--- src/rtl/gpb_pkg.sv ---
package gpb_pkg;
  localparam int BUS_W  = 32;
  localparam int HALF_W = 16;

  typedef struct packed {
    logic lo;
    logic hi;
    logic dat;
    logic din;
    logic dir;
    logic oen;
  } gpb_sel_t;

  function automatic int off_lo(input int b);  return 8 * b;             endfunction
  function automatic int off_hi(input int b);  return 4 + 8 * b;         endfunction
  function automatic int off_dat(input int b); return 'h40 + 4 * b;      endfunction
  function automatic int off_din(input int b); return 'h60 + 4 * b;      endfunction
  function automatic int off_dir(input int b); return 'h204 + 'h40 * b;  endfunction
  function automatic int off_oen(input int b); return 'h208 + 'h40 * b;  endfunction
endpackage

--- src/rtl/gpb_sync.sv ---
module gpb_sync #(
  parameter int W = 32
) (
  input  logic         clk,
  input  logic         rst,
  input  logic [W-1:0] d,
  output logic [W-1:0] q
);
  logic [W-1:0] meta_q;

  always_ff @(posedge clk) begin
    if (rst) begin
      meta_q <= '0;
      q      <= '0;
    end else begin
      meta_q <= d;
      q      <= meta_q;
    end
  end
endmodule

--- src/rtl/gpb_regs.sv ---
module gpb_regs
  import gpb_pkg::*;
#(
  parameter int NUM_PINS = 32
) (
  input  logic                clk,
  input  logic                rst,
  input  logic                we,
  input  gpb_sel_t            sel,
  input  logic [BUS_W-1:0]    wdata,
  output logic [NUM_PINS-1:0] dout_q,
  output logic [NUM_PINS-1:0] dir_q,
  output logic [NUM_PINS-1:0] oen_q,
  output logic [NUM_PINS-1:0] oe_q
);
  logic [NUM_PINS-1:0] dout_d, dir_d, oen_d;
  logic wr_lo, wr_hi, wr_dat;

  assign wr_lo  = we && sel.lo;
  assign wr_hi  = we && sel.hi;
  assign wr_dat = we && sel.dat;

  for (genvar i = 0; i < NUM_PINS; i++) begin : g_bit
    if (i < HALF_W) begin : g_low
      always_comb begin
        if (wr_dat)                         dout_d[i] = wdata[i];
        else if (wr_lo && !wdata[HALF_W+i]) dout_d[i] = wdata[i];
        else                                dout_d[i] = dout_q[i];
      end
    end else begin : g_high
      always_comb begin
        if (wr_dat)                    dout_d[i] = wdata[i];
        else if (wr_hi && !wdata[i])   dout_d[i] = wdata[i-HALF_W];
        else                           dout_d[i] = dout_q[i];
      end
    end
  end

  assign dir_d = (we && sel.dir) ? wdata[NUM_PINS-1:0] : dir_q;
  assign oen_d = (we && sel.oen) ? wdata[NUM_PINS-1:0] : oen_q;

  always_ff @(posedge clk) begin
    if (rst) begin
      dout_q <= '0;
      dir_q  <= '0;
      oen_q  <= '0;
      oe_q   <= '0;
    end else begin
      dout_q <= dout_d;
      dir_q  <= dir_d;
      oen_q  <= oen_d;
      oe_q   <= dir_d & oen_d;
    end
  end
endmodule

--- src/rtl/gpb_rdback.sv ---
module gpb_rdback
  import gpb_pkg::*;
#(
  parameter int NUM_PINS = 32
) (
  input  logic                clk,
  input  logic                rst,
  input  gpb_sel_t            sel,
  input  logic [NUM_PINS-1:0] dout_q,
  input  logic [NUM_PINS-1:0] dir_q,
  input  logic [NUM_PINS-1:0] oen_q,
  input  logic [NUM_PINS-1:0] din_q,
  output logic [BUS_W-1:0]    rdata
);
  logic [NUM_PINS-1:0] pick;

  always_comb begin
    pick = '0;
    if (sel.dat) pick = dout_q;
    if (sel.din) pick = din_q;
    if (sel.dir) pick = dir_q;
    if (sel.oen) pick = oen_q;
  end

  always_ff @(posedge clk) begin
    if (rst) rdata <= '0;
    else     rdata <= BUS_W'(pick);
  end
endmodule

--- src/rtl/gpio_bank.sv ---
module gpio_bank
  import gpb_pkg::*;
#(
  parameter int NUM_PINS = 32,
  parameter int BANK_IDX = 0,
  parameter int ADDR_W   = 12
) (
  input  logic                clk,
  input  logic                rst,
  input  logic                we,
  input  logic [ADDR_W-1:0]   addr,
  input  logic [31:0]         wdata,
  output logic [31:0]         rdata,
  input  logic [NUM_PINS-1:0] pin_in,
  output logic [NUM_PINS-1:0] pin_out,
  output logic [NUM_PINS-1:0] pin_oe
);
  localparam logic [ADDR_W-1:0] A_LO  = ADDR_W'(off_lo(BANK_IDX));
  localparam logic [ADDR_W-1:0] A_HI  = ADDR_W'(off_hi(BANK_IDX));
  localparam logic [ADDR_W-1:0] A_DAT = ADDR_W'(off_dat(BANK_IDX));
  localparam logic [ADDR_W-1:0] A_DIN = ADDR_W'(off_din(BANK_IDX));
  localparam logic [ADDR_W-1:0] A_DIR = ADDR_W'(off_dir(BANK_IDX));
  localparam logic [ADDR_W-1:0] A_OEN = ADDR_W'(off_oen(BANK_IDX));

  gpb_sel_t sel;
  logic [NUM_PINS-1:0] dout_q, dir_q, oen_q, din_q;

  always_comb begin
    sel.lo  = (addr == A_LO);
    sel.hi  = (addr == A_HI);
    sel.dat = (addr == A_DAT);
    sel.din = (addr == A_DIN);
    sel.dir = (addr == A_DIR);
    sel.oen = (addr == A_OEN);
  end

  gpb_sync #(.W(NUM_PINS)) u_sync (
    .clk(clk), .rst(rst), .d(pin_in), .q(din_q)
  );

  gpb_regs #(.NUM_PINS(NUM_PINS)) u_regs (
    .clk(clk), .rst(rst), .we(we), .sel(sel), .wdata(wdata),
    .dout_q(dout_q), .dir_q(dir_q), .oen_q(oen_q), .oe_q(pin_oe)
  );

  gpb_rdback #(.NUM_PINS(NUM_PINS)) u_rd (
    .clk(clk), .rst(rst), .sel(sel), .dout_q(dout_q), .dir_q(dir_q),
    .oen_q(oen_q), .din_q(din_q), .rdata(rdata)
  );

  assign pin_out = dout_q;
endmodule

--- config.mk ---
export PLATFORM = sky130hd
export DESIGN_NAME = gpio_bank
export DESIGN_NICKNAME = d
export VERILOG_FILES = /design/src/rtl/gpb_pkg.sv /design/src/rtl/gpb_sync.sv /design/src/rtl/gpb_regs.sv /design/src/rtl/gpb_rdback.sv /design/src/rtl/gpio_bank.sv
export SDC_FILE = /design/constraint.sdc
export NUM_CORES = 1
export LEC_CHECK = 0
export ABC_CLOCK_PERIOD_IN_PS = 3000
export BUFFER_PORTS_ARGS = -buffer_cell sky130_fd_sc_hd__buf_2
export CAP_MARGIN = 20
export CORE_UTILIZATION = 60
export DETAILED_ROUTE_END_ITERATION = 7
export PLACE_DENSITY = 0.85
export SLEW_MARGIN = 10
export SYNTH_ARGS = -nofsm -noshare
export SYNTH_HDL_FRONTEND = slang
export SYNTH_SLANG_ARGS = --single-unit
export TNS_END_PERCENT = 10
--- constraint.sdc ---
create_clock -name clk -period 3 [get_ports clk]
set_input_delay 0.75 -clock clk [delete_from_list [all_inputs] [get_ports clk]]
set_output_delay 0.75 -clock clk [all_outputs]
set_load 0.05 [all_outputs]
==> out/qor.yml, run 1 <==
floorplanning:
  dieArea_mm2: 0.0160
  start_util_pct: 61.3
  die_h_um: 126
  coreArea_mm2: 0.0151
  rows: 45
  dieWidth_um: 126
  io_pins: 175
clocking:
  h-tree-depth: 1
  root_buffer: "clkbuf_16"
  clk_latency_ps: 520
  post-cts-setup-buffer-count: 0
  tritoncts: "yes"
  cts_buffers: 23
  cts.sinks: 224
  cts_buffer_depth: 3
  cts_hold_buf: 0
  clk_pin_slew_ps: 60
  cts_resized: 0
timing:
  worstMarginPinSlew_ps: 595
  finClkSkew_ps: 29.1
  period_minus_slack_ps: 2170
  finalMaxSlewViolations: 0
  setup_violations: 0
  slew_headroom_pct: 60.2
  fmax_ghz: 0.461
  final.period_utilization_pct: 72.3
  hold_viol_final: 0
  fin_tns_setup_ps: 0
  rsz0062_at_grt: "no"
synth:
  synth_cells: 1035
  synth_cell_types: 30
  synth_flop_cell: "dfxtp_1"
  ys_top_cells_by_area: "dfxtp_1 48%, nor2b_1 6.7%, a21oi_1 6.0%"
  yosys-top-cells-count: "224 x dfxtp_1, 131 x nand2_1, 112 x a21oi_1"
  ys_warn_count: 0
  ys_ff_latch: 224
  syn-num-nets: 1114
  synth_top_area_share_pct: 48.3
  netlist_area_mm2: 0.00928
  synth.most_common_cell: "dfxtp_1"
  ys_seq_area_share_pct: 48.3
  syn_avg_cell_area_um2: 8.96
  synth_edf_count: 0
  ys_async_sr_fraction_pct: 0
  yosysTopAreaCell: "dfxtp_1"
critical_path:
  path_delay_family: "simple AND/OR/NAND/NOR gates"
  timing.rr.end: "u_rd.rdata[18]"
  worstPathCellList: "buf_2 > nor3b_4 > buf_4 > nand2_1 > o32ai_1 > o22ai_1"
  rr_worst_depth: 3
  slowest_stage: "nand2_1"
  critPathKind: "in -> reg"
  crit_required_ps: 3360
  startpoint_type: "input port"
  cp_max_fo: 23
  worstPathArrival_ps: 2530
  max_stage_delay_ps: 400
  cp-end-kind: "flip-flop"
  reg2reg_from: "u_regs.dout_q[18]"
  critPathBufInv: 2
  r2r_slack_ps: 1820
global_routing:
  grt_max_degree: 146
  grt_pass1_wl_mm: 39.5
  grt_overflow: 0
  antenna_found_initial: 1
  grt_pass1_vias: 7333
  grt_usage_pct: 31.3
drt:
  wire_per_inst_um: 18.6
  firstDrtPassIters: 5
  dr.first_iter.drc_count: 1165
  drc: 0
  vias_per_cell: 6.11
  routed_wl_mm: 25.5
  vias: 8364
  ant_nets: 0
power_and_ir_drop:
  vdd_drop_max_uv: 456
  pwr_density_cell_mw_per_mm2: 566
  leakagePower_nw: 4.22
final_layout:
  nets: 1243
  final_area_mm2: 0.0110
  fin_util_pct: 72.5
  area_delta_synth_final_pct: 18.4
  antennaDiodeCount: 0
  drive_above_1_share_pct: 21.3
  instances_no_fill: 1369
placement:
  gp_congestion: 0.923
  io_buffers: 174
  placed_area_mm2: 0.0102
  dpl.cell_count: 1327
  dpl.hpwl_mm: 16.8
run_status:
  status: "complete, no violations"
job:
  max-cap-violations: 0
hold_path:
  hp-class: "reg -> reg"
  hold_path_startpoint: "u_sync.meta_q[19]"
  whs_endpoint: "u_sync.q[19]"
  hold_depth: 1
[cell usage in the layout (no fill, tap or decap), types with 23 or more instances in the layout]
cell       instances
nand2_1          131
a22oi_1           32
buf_2            173
mux2i_1           48
nor2b_1           97
nand4b_1          32
o22a_1            48
a21oi_1          112
clkbuf_16         23
o22ai_1           48
buf_4             24
nor2_1            65
nand2b_1          48
dfxtp_1          224
[worst max path at each step]
stage	start	slack [ps]	endpoint	cells past startpoint
2_1_floorplan	addr[6]	980	u_regs.dout_q[16]	6
3_3_place_gp	addr[5]	510	u_regs.dout_q[22]	6
3_5_place_dp	addr[5]	420	u_regs.dout_q[22]	6
4_1_cts	addr[5]	890	u_regs.dout_q[22]	6
5_1_grt	addr[5]	720	u_regs.dout_q[26]	6
6_report	addr[5]	830	u_regs.dout_q[22]	6
[sequential cells by signal, indices dropped and copies added, names as in the netlist]
name	count
u_rd.rdata	32
u_regs.dir_q	32
u_regs.dout_q	32
u_regs.oe_q	32
u_regs.oen_q	32
u_sync.meta_q	32
u_sync.q	32
[final cells by class]
cell class / instances / area [um2]
tap: 188 / 235
multi-input combinational: 713 / 4380
clock inverter: 9 / 106
inverter: 1 / 3.75
timing repair buffer: 201 / 1120
sequential: 224 / 4480
clock buffer: 33 / 663
fill: 1109 / 4160
[metrics by stage]
step	total power (W)	setup WS (ps)	hold WS, ps
global placement	0.00340	509	415
detailed placement	0.00340	416	420
floorplan	0.00325	975	414
CTS	0.00623	895	430
global route	0.00638	719	440
finish	0.00622	830	419
[power breakdown]
part	total [W]	internal, W	switching, W
registers	0.00302	0.00301	0.00000948
clock network	0.00287	0.00171	0.00116
logic	0.000325	0.000111	0.000214
[kinds of logic (layout without fill, tap and decap cells)]
kind of cell    Yosys count  after routing  synth area share [%]
flops                   224            224                  48.3
simple gates            409            409                  23.9
mux                      48             48                  5.18
compound gates          256            256                  17.9
buf+inv                  98            244                  4.64
[routing by layer]
metal	global-route usage [%]	vias to the layer above	part of all wire, %
li1	-	3893	-
met1	45.1	3857	42
met2	45.9	530	43
met3	5.57	84	11
met4	13.8	0	4.1
met5	0	-	0
Power figures use the tool's default switching activity.
==> inputs of run 2 (changes only) <==
--- a/config.mk
+++ b/config.mk
@@ -5,12 +5,12 @@
 export SDC_FILE = /design/constraint.sdc
 export NUM_CORES = 1
 export LEC_CHECK = 0
-export ABC_CLOCK_PERIOD_IN_PS = 3000
+export ABC_CLOCK_PERIOD_IN_PS = 2200
 export BUFFER_PORTS_ARGS = -buffer_cell sky130_fd_sc_hd__buf_2
 export CAP_MARGIN = 20
-export CORE_UTILIZATION = 60
+export CORE_UTILIZATION = 55
 export DETAILED_ROUTE_END_ITERATION = 7
-export PLACE_DENSITY = 0.85
+export PLACE_DENSITY = 0.79
 export SLEW_MARGIN = 10
 export SYNTH_ARGS = -nofsm -noshare
 export SYNTH_HDL_FRONTEND = slang
==> constraint.sdc (replaced) <==
create_clock -name clk -period 2.2 [get_ports clk]
set_input_delay 0.55 -clock clk [delete_from_list [all_inputs] [get_ports clk]]
set_output_delay 0.55 -clock clk [all_outputs]
set_load 0.05 [all_outputs]
==> run 2 against run 1 <==
Net effect: utilization decreased by 5.5 points; setup slack got worse by 410 ps; cell count up 2.5%; design area increased by 0.76%; clock power increased by 33%; register-to-register slack lost 790 ps; clock-buffer cell count is 6 lower; via count down 1.5%; global-route usage decreased by 2.7 points; sequential share of layout area fell by 0.31 points; first-iteration DRC count shrank 11%; combinational power up 38%; critical path type is now reg -> out; critical endpoint is now pin_out[19]; highest routed layer is now met5.
==> out/qor.yml, run 2 (synthesis results as in run 1) <==
run_status:
  status: "complete, no violations"
final_layout:
  regArea_mm2: 0.00448  # unchanged
  nets: 1248  # +0.40%
  area_delta_synth_final_pct: 19.3
  num-fill-cells: 1324  # +19%
  layout_common_cells: "224 x dfxtp_1, 173 x buf_2, 131 x nand2_1"
  drive_above_1_share_pct: 21.3  # +0.085 points
  multi_input_area_mm2: 0.00438  # unchanged
  final_common_cell: "dfxtp_1"
  final_area_mm2: 0.0111  # +0.76%
  instances_no_fill: 1403  # +2.5%
power_and_ir_drop:
  vdd_drop_max_uv: 643  # +41%
  p_total_w: 0.00840  # +35%
  leakagePower_nw: 4.24  # +0.57%
  pwr_density_cell_mw_per_mm2: 759  # +34%
clocking:
  clk_latency_ps: 510  # about the same
  cts.sinks: 224  # unchanged
  cts_buffer_depth: 3  # unchanged
  root_buffer: "clkbuf_16"
  cts_buffers: 23  # unchanged
  clk_pin_slew_ps: 60  # about the same
  tritoncts: "yes"
  h-tree-depth: 1  # unchanged
  cts_hold_buf: 0  # unchanged
  post-cts-setup-buffer-count: 0  # unchanged
  cts_resized: 0  # unchanged
global_routing:
  grt_usage_pct: 28.6  # -2.7 points
  grt_max_degree: 199  # +36%
  grt_pass1_wl_mm: 39.6  # +0.30%
  antenna_found_initial: 3  # +2
  grt_overflow: 0  # unchanged
  grt_pass1_vias: 7244  # -1.2%
floorplanning:
  io_pins: 175  # unchanged
  coreArea_mm2: 0.0165  # +9.1%
  die_h_um: 132  # +4.4%
  start_util_pct: 56.1  # -5.1 points
  rows: 47  # +4.4%
  dieWidth_um: 132  # +4.4%
  dieArea_mm2: 0.0174  # +8.9%
critical_path:
  crit_required_ps: 1650  # -1710 ps
  worstPathCellList: "buf_2"
  path_delay_family: "flip-flops"
  slowest_stage: "dfxtp_1"
  timing.rr.end: "u_rd.rdata[16]"
  cp_max_fo: 3  # -87%
  reg2reg_from: "u_regs.dout_q[16]"
  worstPathArrival_ps: 1230  # -1300 ps
  max_stage_delay_ps: 420  # +20 ps
  r2r_slack_ps: 1030  # -790 ps
  cp-end-kind: "output port"
  startpoint_type: "flip-flop"
  critPathKind: "reg -> out"
  rr_worst_depth: 3  # unchanged
  critPathBufInv: 1  # -1
drt:
  vias_per_cell: 5.87  # -3.9%
  vias: 8238  # -1.5%
  routed_wl_mm: 25.6  # +0.46%
  firstDrtPassIters: 5  # unchanged
  ant_nets: 0  # unchanged
  drc: 0  # unchanged
  wire_per_inst_um: 18.2  # -2.0%
  dr.first_iter.drc_count: 1036  # -11%
placement:
  placed_area_mm2: 0.0103  # +1.1%
  dpl.cell_count: 1364  # +2.8%
  dp_worst_setup_slack_ps: 196  # -219 ps
  io_buffers: 174  # unchanged
  gp_congestion: 0.923  # unchanged
  dpl.hpwl_mm: 17.1  # +1.5%
timing:
  fmax_ghz: 0.561
  finClkSkew_ps: 5.91  # -23.2 ps
  setup_violations: 0  # unchanged
  finalMaxSlewViolations: 0  # unchanged
  final.period_utilization_pct: 81.0
  slew_headroom_pct: 48.7  # -12 points
  hold_viol_final: 0  # unchanged
  fin_ws_ps: 418  # -412 ps
  worstMarginPinSlew_ps: 770  # +174 ps
  rsz0062_at_grt: "no"
  period_minus_slack_ps: 1780
  fin_tns_setup_ps: 0  # unchanged
hold_path:
  hold_depth: 2  # +1
  hold_path_startpoint: "pin_in[29]"
  hp-class: "in -> reg"
  whs_endpoint: "u_sync.meta_q[29]"
job:
  max-cap-violations: 0  # unchanged
run 2: layout make-up:
class                   count  area share (%)
diodes                      2          0.0452
multi-input cells         713            39.5
well taps                 220            2.49
clock inverters            10            1.29
repair buffers            206            10.8
flip-flops and latches    224            40.5
inverters                   1          0.0339
clock buffers              27            5.33
run 2: how the worst max path moves through the flow:
stage,slack [ps],end,start,cells past startpoint
6_report,420,pin_out[19],u_regs.dout_q[19],1
5_1_grt,390,pin_out[31],u_regs.dout_q[31],1
4_1_cts,420,pin_out[31],u_regs.dout_q[31],1
3_5_place_dp,200,u_regs.dout_q[17],addr[4],7
3_3_place_gp,230,u_regs.dout_q[19],addr[10],6
2_1_floorplan,380,u_regs.dout_q[16],addr[6],6
run 2: layer usage:
metal	track usage (%)	vias to the layer above	wire, um
met5	0	-	13
met4	10.9	2	805
met3	6.65	62	2870
met2	43.0	475	11200
met1	39.9	3802	10700
li1	-	3897	-
run 2: where the power goes:
part	switching (W)	internal, W
sequential	0.0000141	0.00411
clock	0.00155	0.00227
combinational	0.000292	0.000157
run 2: stage by stage:
step                      util (%)  hold slack [ps]
after floorplan                  -              414
after global placement        62.5              416
after detailed placement      62.5              421
after CTS                     67.0              231
after global routing          67.0              233
final                         67.0              242
